===== src/rtl/adsi_pkg.sv =====
package adsi_pkg;
  localparam int STATE_W = 2;
  localparam int LEN_W   = 2;

  localparam logic SYM_A = 1'b0;
  localparam logic SYM_B = 1'b1;

  typedef enum logic [2:0] {
    PH_IDLE,
    PH_SEND_A,
    PH_WAIT_A,
    PH_SEND_B,
    PH_WAIT_B
  } phase_t;

  typedef struct packed {
    logic [STATE_W-1:0] first;
    logic [STATE_W-1:0] last;
    logic [LEN_W-1:0]   len;
  } verdict_t;

  // Reply of 1 to the opening symbol settles the state on its own.
  function automatic verdict_t verdict_after_a();
    verdict_t v;
    v.first = STATE_W'(2);
    v.last  = STATE_W'(2);
    v.len   = LEN_W'(1);
    return v;
  endfunction

  // The reply to the second symbol separates the two remaining states.
  function automatic verdict_t verdict_after_b(input logic reply);
    verdict_t v;
    v.first = reply ? STATE_W'(1) : STATE_W'(3);
    v.last  = reply ? STATE_W'(2) : STATE_W'(1);
    v.len   = LEN_W'(2);
    return v;
  endfunction
endpackage


===== src/rtl/adsi_timer.sv =====
module adsi_timer #(
  parameter int TIMEOUT_CYC = 16
) (
  input  logic clk,
  input  logic rst_n,
  input  logic waiting_i,
  input  logic reply_i,
  output logic expire_o
);
  localparam int CNT_W = $clog2(TIMEOUT_CYC + 1);
  localparam logic [CNT_W-1:0] LAST = CNT_W'(TIMEOUT_CYC - 1);

  logic [CNT_W-1:0] cnt_q;

  always_ff @(posedge clk) begin
    if (!rst_n)              cnt_q <= '0;
    else if (!waiting_i)     cnt_q <= '0;
    else if (cnt_q != LAST)  cnt_q <= cnt_q + CNT_W'(1);
  end

  assign expire_o = waiting_i && !reply_i && (cnt_q == LAST);
endmodule


===== src/rtl/adsi_ctrl.sv =====
module adsi_ctrl
  import adsi_pkg::*;
(
  input  logic               clk,
  input  logic               rst_n,
  input  logic               start_i,
  input  logic               resp_bit_i,
  input  logic               resp_valid_i,
  input  logic               expire_i,
  output logic               waiting_o,
  output logic               accept_o,
  output logic               busy_o,
  output logic               probe_sym_o,
  output logic               probe_valid_o,
  output logic               done_o,
  output logic               timeout_o,
  output verdict_t           verdict_o
);
  phase_t   phase_q;
  logic     done_q;
  logic     tmo_q;
  verdict_t res_q;

  assign waiting_o = (phase_q == PH_WAIT_A) || (phase_q == PH_WAIT_B);
  assign accept_o  = waiting_o && resp_valid_i;

  always_ff @(posedge clk) begin
    if (!rst_n) begin
      phase_q <= PH_IDLE;
      done_q  <= 1'b0;
      tmo_q   <= 1'b0;
      res_q   <= '0;
    end else begin
      done_q <= 1'b0;
      unique case (phase_q)
        PH_IDLE:   if (start_i) phase_q <= PH_SEND_A;
        PH_SEND_A: phase_q <= PH_WAIT_A;
        PH_WAIT_A: begin
          if (expire_i) begin
            phase_q <= PH_IDLE;
            done_q  <= 1'b1;
            tmo_q   <= 1'b1;
            res_q   <= '0;
          end else if (accept_o) begin
            if (resp_bit_i) begin
              phase_q <= PH_IDLE;
              done_q  <= 1'b1;
              tmo_q   <= 1'b0;
              res_q   <= verdict_after_a();
            end else begin
              phase_q <= PH_SEND_B;
            end
          end
        end
        PH_SEND_B: phase_q <= PH_WAIT_B;
        PH_WAIT_B: begin
          if (expire_i) begin
            phase_q <= PH_IDLE;
            done_q  <= 1'b1;
            tmo_q   <= 1'b1;
            res_q   <= '0;
          end else if (accept_o) begin
            phase_q <= PH_IDLE;
            done_q  <= 1'b1;
            tmo_q   <= 1'b0;
            res_q   <= verdict_after_b(resp_bit_i);
          end
        end
        default:   phase_q <= PH_IDLE;
      endcase
    end
  end

  assign busy_o        = (phase_q != PH_IDLE);
  assign probe_valid_o = (phase_q == PH_SEND_A) || (phase_q == PH_SEND_B);
  assign probe_sym_o   = (phase_q == PH_SEND_B) ? SYM_B : SYM_A;
  assign done_o        = done_q;
  assign timeout_o     = tmo_q;
  assign verdict_o     = res_q;
endmodule


===== src/rtl/adsi_identifier.sv =====
module adsi_identifier
  import adsi_pkg::*;
#(
  parameter int TIMEOUT_CYC = 16
) (
  input  logic               clk,
  input  logic               rst_n,
  input  logic               start_i,
  output logic               busy_o,
  output logic               probe_sym_o,
  output logic               probe_valid_o,
  input  logic               resp_bit_i,
  input  logic               resp_valid_i,
  output logic               done_o,
  output logic               timeout_o,
  output logic [STATE_W-1:0] start_state_o,
  output logic [STATE_W-1:0] end_state_o,
  output logic [LEN_W-1:0]   probe_len_o
);
  logic     waiting_w;
  logic     accept_w;
  logic     expire_w;
  verdict_t verdict_w;

  adsi_timer #(.TIMEOUT_CYC(TIMEOUT_CYC)) timer_i (
    .clk       (clk),
    .rst_n     (rst_n),
    .waiting_i (waiting_w),
    .reply_i   (resp_valid_i),
    .expire_o  (expire_w)
  );

  adsi_ctrl ctrl_i (
    .clk           (clk),
    .rst_n         (rst_n),
    .start_i       (start_i),
    .resp_bit_i    (resp_bit_i),
    .resp_valid_i  (resp_valid_i),
    .expire_i      (expire_w),
    .waiting_o     (waiting_w),
    .accept_o      (accept_w),
    .busy_o        (busy_o),
    .probe_sym_o   (probe_sym_o),
    .probe_valid_o (probe_valid_o),
    .done_o        (done_o),
    .timeout_o     (timeout_o),
    .verdict_o     (verdict_w)
  );

  assign start_state_o = verdict_w.first;
  assign end_state_o   = verdict_w.last;
  assign probe_len_o   = verdict_w.len;
endmodule


===== config.mk =====
export PLATFORM = sky130hd
export DESIGN_NAME = adsi_identifier
export DESIGN_NICKNAME = d
export VERILOG_FILES = /design/src/rtl/adsi_pkg.sv /design/src/rtl/adsi_timer.sv /design/src/rtl/adsi_ctrl.sv /design/src/rtl/adsi_identifier.sv
export SDC_FILE = /design/constraint.sdc
export NUM_CORES = 1
export LEC_CHECK = 0
export ABC_AREA = 1
export ABC_CLOCK_PERIOD_IN_PS = 1700
export BUFFER_PORTS_ARGS = -buffer_cell sky130_fd_sc_hd__buf_2
export CORE_MARGIN = 10
export CORE_UTILIZATION = 45
export DETAILED_ROUTE_END_ITERATION = 8
export PLACE_DENSITY_LB_ADDON = 0.08
export SKIP_LAST_GASP = 1
export SLEW_MARGIN = 20
export SYNTH_ARGS = -nofsm -noshare
export SYNTH_HDL_FRONTEND = slang
export SYNTH_HIERARCHICAL = 1
export SYNTH_SLANG_ARGS = --single-unit

===== constraint.sdc =====
create_clock -name clk -period 1.7 [get_ports clk]
set_input_delay 0.085 -clock clk [delete_from_list [all_inputs] [get_ports clk]]
set_output_delay 0.085 -clock clk [all_outputs]
set_load 0.005 [all_outputs]

==> results.toml, run 1 <==
[setup_path]
arrival_ns = 1.90
end_kind = "flip-flop"
critical_path.max_fanout = 6
start_kind = "flip-flop"
worstPathCellList = "ha_4, and3_4, ha_4, nand2_4, nor2_4, nor2_4, nand3_4, nand3_4, nand2_2, a21oi_2"
max_stage_delay_ns = 0.35
critical_path_class = "reg -> reg"
required_ns = 1.91
cpMaxStageDelayCell = "dfxtp_2"

[cts]
clkTransAtPathRegs_ns = 0.10
cts_buffers = 3
cts_tree = "yes"
cts_root_buf = "clkbuf_4"
insertion_delay_ns = 0.28
cts_buffer_depth = 2
cts.sinks = 15
htree_num_levels = 1

[route]
num_vias = 818
antenna_left = 0
drtIter0Drc = 27
wire_per_inst_um = 12.5
via_per_inst = 4.93
wl_mm = 2.08
drc = 0
first_pass_iters = 4

[final_layout]
area_growth_pct = 38.8
n_antenna_cell = 0
nFillCells = 145
final_nets = 149
drive_above_1_share = 0.454

[floorplanning]
die_w_um = 62.2
std_cell_rows = 15
boundaryPins = 16
core_um2 = 1710
initial_utilization = 0.469
dieArea_um2 = 3870
fp.dieH_um = 62.2

[sta]
tns_ns = 0
tightestPinTransition_ns = 0.348
finalHoldViolCount = 0
fin_crit_ns = 1.69
fmax_mhz = 592
setup_violations = 0
rsz0062_at_grt = "yes"
fin_crit_sh = 0.993
slew_viol_final = 0
fin_skew_ns = 0.00561
slew_headroom = 0.767

[logic_synthesis]
yosysMostFrequentCell = "nand2_1"
async_flop_share = 0
synth_nets = 120
synthTopCellsByArea = "dfxtp_1 38%, nand2_1 12%, a21oi_1 7.5%, inv_1 6.1%, nand3_1 5.0%"
synth_edf_count = 0
synthFlopType = "dfxtp_1"
yosysUniqueCellTypes = 23
yosysSeqAreaShare = 0.375
synthCells = 113
yosys-top-cells-count = "25 x nand2_1, 15 x dfxtp_1, 13 x inv_1, 12 x a21oi_1, 9 x nor2_1"
yosysWarnings = 6
synth_top_area_frac = 0.375
syn_area_per_cell_um2 = 7.09
ys_seq_elements = 15
synth.cell_area_um2 = 801
synth_top_cell_by_area = "dfxtp_1"

[run_status]
outcome = "finished clean"

[pwr]
power_density_nw_per_um2 = 718
p_total_w = 0.000798
switchingPower_w = 0.000258
clkPwrFrac = 0.255
seqPwrFrac = 0.488
combPwrFrac = 0.257
p_int_w = 0.000540
leakage_nw = 0.492
switching_share = 0.324
ir_worst_vdd_v = 0.000547

[grt]
grt_max_degree = 10
grt_antenna_before_repair = 0
grt_pass1_vias = 819
grtUsageTotal = 0.0992
grt_pass1_wl_mm = 3.27
grt_overflow_total = 0

[placed_design]
dp_hpwl_mm = 1.59
port_buffers = 15
place.gp.congestion = 0.897

[run]
max_cap_violations = 0

[min_path]
min_path_type = "in -> reg"
worst max-delay path: cells and delay by family (launching register included):
family / cells / cell delay, ns
AND/OR/NAND/NOR: 7 / 0.84
adder cells (fa/ha/maj): 2 / 0.31
flip-flops: 1 / 0.35
AO/OA/AOI/OAI: 1 / 0.13
per-stage QoR:
stage	std cells	util	cell area (um^2)	hold slack, ns	setup slack (ns)
global route	166	0.651	1110	0.0818	-0.0817
finish	166	0.651	1110	0.0923	0.0120
detailed placement	160	0.566	967	0.392	-0.0280
global placement	160	0.566	967	0.387	0.00593
floorplan	113	-	806	0.233	0.0102
CTS	164	0.596	1020	0.108	0.00598
cell families after synthesis:
group	count (synthesis)	synth area share
AND/OR/NAND/NOR	60	0.391
buffers and inverters	18	0.0906
flip-flops	15	0.375
AO/OA/AOI/OAI	18	0.112
adder cells (fa/ha/maj)	2	0.0312
registers in the layout (all words and copies together), names as in the netlist:
name	count
ctrl_i/done_o	1
ctrl_i/timeout_o	1
ctrl_i/phase_q	3
timer_i/cnt_q	5
ctrl_i/verdict_o	5
worst paths after layout:
kind                                           from                   to  slack [ns]  cells past startpoint
worst min register to register  ctrl_i/verdict_o[0]  ctrl_i/verdict_o[0]        0.45                      2
worst min-delay path                          rst_n     ctrl_i/timeout_o        0.09                      3
worst max-delay path               timer_i/cnt_q[1]  ctrl_i/verdict_o[2]        0.01                     10
worst max register to register     timer_i/cnt_q[1]  ctrl_i/verdict_o[2]        0.01                     10
power groups by stage:
stage	Clock, W	Combinational [W]	Sequential, W
finish	0.000204	0.000205	0.000389
global placement	0	0.000183	0.000394
global route	0.000234	0.000226	0.000392
detailed placement	0	0.000184	0.000395
CTS	0.000209	0.000191	0.000387
floorplan	0	0.000122	0.000388
layout make-up:
type / count / area [um^2] / share of cell area
inverter: 16 / 60.1 / 0.0541
multi-input combinational: 80 / 528 / 0.475
clock buffer: 3 / 22.5 / 0.0203
timing repair buffer: 26 / 161 / 0.145
sequential: 15 / 303 / 0.273
clock inverter: 1 / 5.00 / 0.00450
tap: 25 / 31.3 / 0.0282
what timing repair did:
item / 4_1_cts / 5_1_grt
endpoints found under the setup margin: 7 / 8
buffers inserted: 0 / 2
pin swaps: 1 / 16
hold buffers: 0 / 0
resized for setup: 4 / 21
placed cells by master (no fill, tap or decap):
cell type | synthesis | final
nand3_1 | 8 | 7
a21oi_2 | 0 | 4
nor2_2 | 5 | 3
and3_4 | 0 | 1
nor3_2 | 1 | 1
ha_4 | 0 | 2
nand3b_1 | 1 | 1
a21oi_1 | 12 | 8
buf_2 | 1 | 15
dfxtp_1 | 15 | 13
inv_1 | 13 | 12
nor2_4 | 1 | 5
clkbuf_4 | 0 | 3
nor2_1 | 9 | 7
o21ai_1 | 5 | 5
o21ai_0 | 1 | 1
inv_2 | 3 | 4
dfxtp_2 | 0 | 2
nand2_2 | 2 | 6
clkinv_2 | 0 | 1
nand2_4 | 1 | 2
buf_6 | 0 | 1
nor3_1 | 1 | 1
buf_4 | 1 | 10
nand2_1 | 25 | 20
nand3_2 | 2 | 2
nand3_4 | 1 | 2
nand4_1 | 2 | 2
layer usage:
metal  vias to the layer above  routed length (um)  track usage
met5                         -                   0            0
met3                         4                  66       0.0179
li1                        421                   -            -
met2                        18                1230        0.210
met1                       375                 758       0.0856
met4                         0                  21       0.0400
No activity file was read; power rests on OpenSTA's default activity.
==> inputs of run 2 (changes only) <==
--- a/config.mk
+++ b/config.mk
@@ -5,11 +5,9 @@
 export SDC_FILE = /design/constraint.sdc
 export NUM_CORES = 1
 export LEC_CHECK = 0
-export ABC_AREA = 1
 export ABC_CLOCK_PERIOD_IN_PS = 1700
 export BUFFER_PORTS_ARGS = -buffer_cell sky130_fd_sc_hd__buf_2
-export CORE_MARGIN = 10
-export CORE_UTILIZATION = 45
+export CORE_UTILIZATION = 41
 export DETAILED_ROUTE_END_ITERATION = 8
 export PLACE_DENSITY_LB_ADDON = 0.08
 export SKIP_LAST_GASP = 1
==> results.toml, run 2 <==
[run_status]
outcome = "complete, but fails checks"
violations = "setup timing"

[grt]
grt_pass1_wl_mm = 2.44
grt_overflow_total = 0
grt_max_degree = 14
grt_pass1_vias = 558
grt_antenna_before_repair = 0
grtUsageTotal = 0.163

[min_path]
hold_depth = 2
min_path_type = "in -> reg"

[floorplanning]
boundaryPins = 16
core_um2 = 1760
fp.dieH_um = 45.9
initial_utilization = 0.448
die_w_um = 45.9
std_cell_rows = 15
dieArea_um2 = 2100

[route]
drc = 0
wl_mm = 1.52
wire_per_inst_um = 10.9
first_pass_iters = 2
num_vias = 634
antenna_left = 0
via_per_inst = 4.56
drtIter0Drc = 3

[sta]
fin_skew_ns = 0.00277
fin_ws_ns = -0.102
setup_violations = 6
fin_crit_sh = 1.06
rsz0062_at_grt = "yes"
slew_headroom = 0.769
finalHoldViolCount = 0
tightestPinTransition_ns = 0.346
slew_viol_final = 0
fmax_mhz = 555
fin_crit_ns = 1.80

[cts]
cts_buffers = 3
htree_num_levels = 1
cts.sinks = 15
cts_buffer_depth = 2
insertion_delay_ns = 0.28
cts_root_buf = "clkbuf_4"
cts_tree = "yes"
clkTransAtPathRegs_ns = 0.09

[setup_path]
critPathBufInv = 1
required_ns = 1.92
end_kind = "flip-flop"
arrival_ns = 2.02
path_common_cell = "ha_4"
cp.depth = 9
critical_path.max_fanout = 4
critical_path_class = "reg -> reg"
critPathTopFamily = "simple AND/OR/NAND/NOR gates"
cpMaxStageDelayCell = "dfxtp_4"
worstPathCellList = "ha_4, and3_4, ha_4, nand2_4, nor2_4, o21bai_4, a2111oi_4, buf_4, mux2i_1"
start_kind = "flip-flop"
worstRegToRegCells = 9
max_stage_delay_ns = 0.37

[logic_synthesis]
synth_nets = 92
synthCells = 85
synth.cell_area_um2 = 790
yosysWarnings = 6
syn_area_per_cell_um2 = 9.29

[final_layout]
final_util = 0.600
nFillCells = 164
final_nets = 122
final_cells = 139
seq_area_um2 = 308
drive_above_1_share = 0.404
area_growth_pct = 34.1
n_antenna_cell = 0
multiInputGateArea_um2 = 498
final_cell_mix = "15 x buf_4, 15 x buf_2, 13 x dfxtp_1"

[pwr]
leakage_nw = 0.515
ir_worst_vdd_v = 0.000374
power_density_nw_per_um2 = 629

[run]
max_cap_violations = 0

[placed_design]
dp_hpwl_mm = 1.13
place.gp.congestion = 0.702
placed_cells = 132
port_buffers = 15
[run 2: timing repair]
action                                 in CTS  in global routing
endpoints found under the hold margin       0                  0
hold buffers                                0                  0
pin swaps                                   3                  3
setup endpoints to repair                   6                  6
resized for setup                           0                  0
buffers inserted                            1                  2
[run 2: path summary, 6_finish.rpt]
kind,from,slack [ns],end
setup / recovery,timer_i/cnt_q[1],-0.10,ctrl_i/verdict_o[2]
hold / removal,rst_n,0.17,ctrl_i/done_o
setup reg to reg,timer_i/cnt_q[1],-0.10,ctrl_i/verdict_o[2]
hold reg to reg,ctrl_i/verdict_o[0],0.46,ctrl_i/verdict_o[0]
[run 2: area by class of cell]
class / count / area share
clock buffer: 4 / 0.0248
inverter: 2 / 0.00709
multi-input combinational: 63 / 0.470
sequential: 15 / 0.291
tap: 25 / 0.0296
timing repair buffer: 30 / 0.177
[run 2: metrics by stage]
step           instance area [um^2]  hold WS, ns  setup TNS, ns  total power, W  worst slack (ns)
2_1_floorplan                   845        0.240          -1.13        0.000431            -0.206
3_3_place_gp                   1010        0.440         -0.512        0.000468            -0.107
3_5_place_dp                   1010        0.450         -0.733        0.000469            -0.161
4_1_cts                        1040        0.150         -0.798        0.000683            -0.169
5_1_grt                        1060        0.157          -1.09        0.000702            -0.188
6_report                       1060        0.166         -0.523        0.000666            -0.102
[run 2: metal layers]
layer	wire length (um)	part of all wire	GRT usage
met4	12	0.0079	0.0882
met3	41	0.027	0.0357
met1	808	0.53	0.232
met5	0	0	0
met2	654	0.43	0.225
[run 2: power by group]
group | switching [W] | internal [W] | leakage (nW)
combinational | 0.0000531 | 0.0000459 | 0.377
clock | 0.000113 | 0.0000911 | 0.0150
sequential | 0.00000516 | 0.000358 | 0.123
==> inputs of run 3 (changes only) <==
--- a/config.mk
+++ b/config.mk
@@ -5,7 +5,7 @@
 export SDC_FILE = /design/constraint.sdc
 export NUM_CORES = 1
 export LEC_CHECK = 0
-export ABC_CLOCK_PERIOD_IN_PS = 1700
+export ABC_CLOCK_PERIOD_IN_PS = 1450
 export BUFFER_PORTS_ARGS = -buffer_cell sky130_fd_sc_hd__buf_2
 export CORE_UTILIZATION = 41
 export DETAILED_ROUTE_END_ITERATION = 8
==> constraint.sdc (replaced) <==
create_clock -name clk -period 1.45 [get_ports clk]
set_input_delay 0.0725 -clock clk [delete_from_list [all_inputs] [get_ports clk]]
set_output_delay 0.0725 -clock clk [all_outputs]
set_load 0.005 [all_outputs]
==> results.toml, run 3 (same netlist as run 2, synthesis figures left out) <==
[min_path]
whs_endpoint = "ctrl_i/verdict_o[0]"
hold_depth = 3
min_path_type = "in -> reg"
hold_start = "rst_n"

[route]
num_vias = 675
first_pass_iters = 4
drc = 0
wire_per_inst_um = 12.8
antenna_left = 0
drtIter0Drc = 5
via_per_inst = 4.79
wl_mm = 1.80

[pwr]
leakage_nw = 0.529
ir_worst_vdd_v = 0.000452
power_density_nw_per_um2 = 725
p_total_w = 0.000792

[cts]
cts_buffers = 3
cts.sinks = 15
clkTransAtPathRegs_ns = 0.09
htree_num_levels = 1
cts_buffer_depth = 2
cts_tree = "yes"
insertion_delay_ns = 0.28
cts_root_buf = "clkbuf_4"

[setup_path]
worstPathCellList = "ha_4, and3_4, ha_4, nand2_4, nor2_4, buf_4, buf_4, buf_6, and2b_2, o21ai_0, mux2i_1"
required_ns = 1.63
max_stage_delay_ns = 0.36
critPathBufInv = 3
end_kind = "flip-flop"
critical_path.max_fanout = 4
critPathTopFamily = "simple AND/OR/NAND/NOR gates"
worstReg2RegEnd = "ctrl_i/verdict_o[5]"
critical_path_class = "reg -> reg"
worstRegToRegCells = 11
cpMaxStageDelayCell = "dfxtp_4"
reg2reg_slack_ns = -0.43
arrival_ns = 2.06
start_kind = "flip-flop"
worst_r2r_startpoint = "timer_i/cnt_q[1]"
worstSetupStartpoint = "timer_i/cnt_q[1]"

[grt]
grt_pass1_wl_mm = 2.70
grt_antenna_before_repair = 0
grt_pass1_vias = 599
grtUsageTotal = 0.187
grt_overflow_total = 0
grt_max_degree = 14

[floorplanning]
core_um2 = 1760
initial_utilization = 0.448
fp.dieH_um = 45.9
std_cell_rows = 15
dieArea_um2 = 2100
die_w_um = 45.9
boundaryPins = 16

[final_layout]
final_cell_mix = "15 x buf_4, 15 x buf_2, 13 x dfxtp_1"
drive_above_1_share = 0.431
final_nets = 124
area_growth_pct = 38.4
n_antenna_cell = 0

[sta]
setup_violations = 11
finalHoldViolCount = 0
tightestPinTransition_ns = 0.386
fmax_mhz = 532
tns_ns = -2.94
slew_headroom = 0.742
slew_viol_final = 0
fin_crit_sh = 1.30
whs_ns = 0.150
fin_skew_ns = 0.00564
fin_crit_ns = 1.88
rsz0062_at_grt = "yes"
fin_ws_ns = -0.430

[run]
max_cap_violations = 0

[run_status]
outcome = "complete, but fails checks"
violations = "setup timing"

[placed_design]
port_buffers = 15
place.gp.congestion = 0.682
dp_hpwl_mm = 1.19
run 3: cell types whose count changed in the layout (fill, tap and decap cells not counted):
cell / change
nor2_1: -1
nor2_4: +1
a21oi_1: -1
buf_6: +2
a21oi_2: +1
run 3: final cells by class:
cell class                 instances  area, um^2
clock buffer                       4        26.3
timing repair buffer              32         210
sequential                        15         308
multi-input combinational         63         509
fill                             173         672
tap                               25        31.3
inverter                           2        7.51
run 3: stage by stage:
step                      instance area, um^2  setup slack (ns)  instances  utilization
after floorplan                           845            -0.456         85            -
after global placement                   1020            -0.357        133        0.577
after detailed placement                 1020            -0.397        133        0.577
after CTS                                1070            -0.391        139        0.606
after global routing                     1090            -0.528        141        0.619
final                                    1090            -0.430        141        0.619
run 3: tightest hold or removal path, delay by kind of cell:
family / cells / cell delay (ns)
buf+inv: 1 / 0.18
mux: 1 / 0.05
simple gates: 1 / 0.09
run 3: worst max-delay path by stage:
| stage | cells after the start | slack [ns] | endpoint |
|---|---|---|---|
| 4_1_cts | 9 | -0.39 | ctrl_i/verdict_o[4] |
| 5_1_grt | 11 | -0.53 | ctrl_i/verdict_o[5] |
| 6_report | 11 | -0.43 | ctrl_i/verdict_o[5] |
| 2_1_floorplan | 9 | -0.46 | ctrl_i/verdict_o[0] |
| 3_3_place_gp | 8 | -0.36 | ctrl_i/verdict_o[4] |
| 3_5_place_dp | 8 | -0.40 | ctrl_i/verdict_o[4] |
run 3: routing by layer:
metal  global-route usage  vias up  share of wire
met2                0.273        8           0.48
met3               0.0476        2          0.023
met1                0.254      313           0.49
met5                    0        -              0
li1                     -      352              -
met4               0.0882        0         0.0078
run 3: where the power goes:
group / internal, W / total, W / switching (W)
logic: 0.0000577 / 0.000125 / 0.0000670
clock network: 0.000107 / 0.000241 / 0.000135
registers: 0.000420 / 0.000426 / 0.00000636
run 3: what timing repair did:
item,in CTS,in global routing
setup endpoints to repair,10,10
gates resized for setup,3,2
pin swaps,8,5
hold buffers,0,0
hold endpoints to repair,0,0
setup buffers,3,2
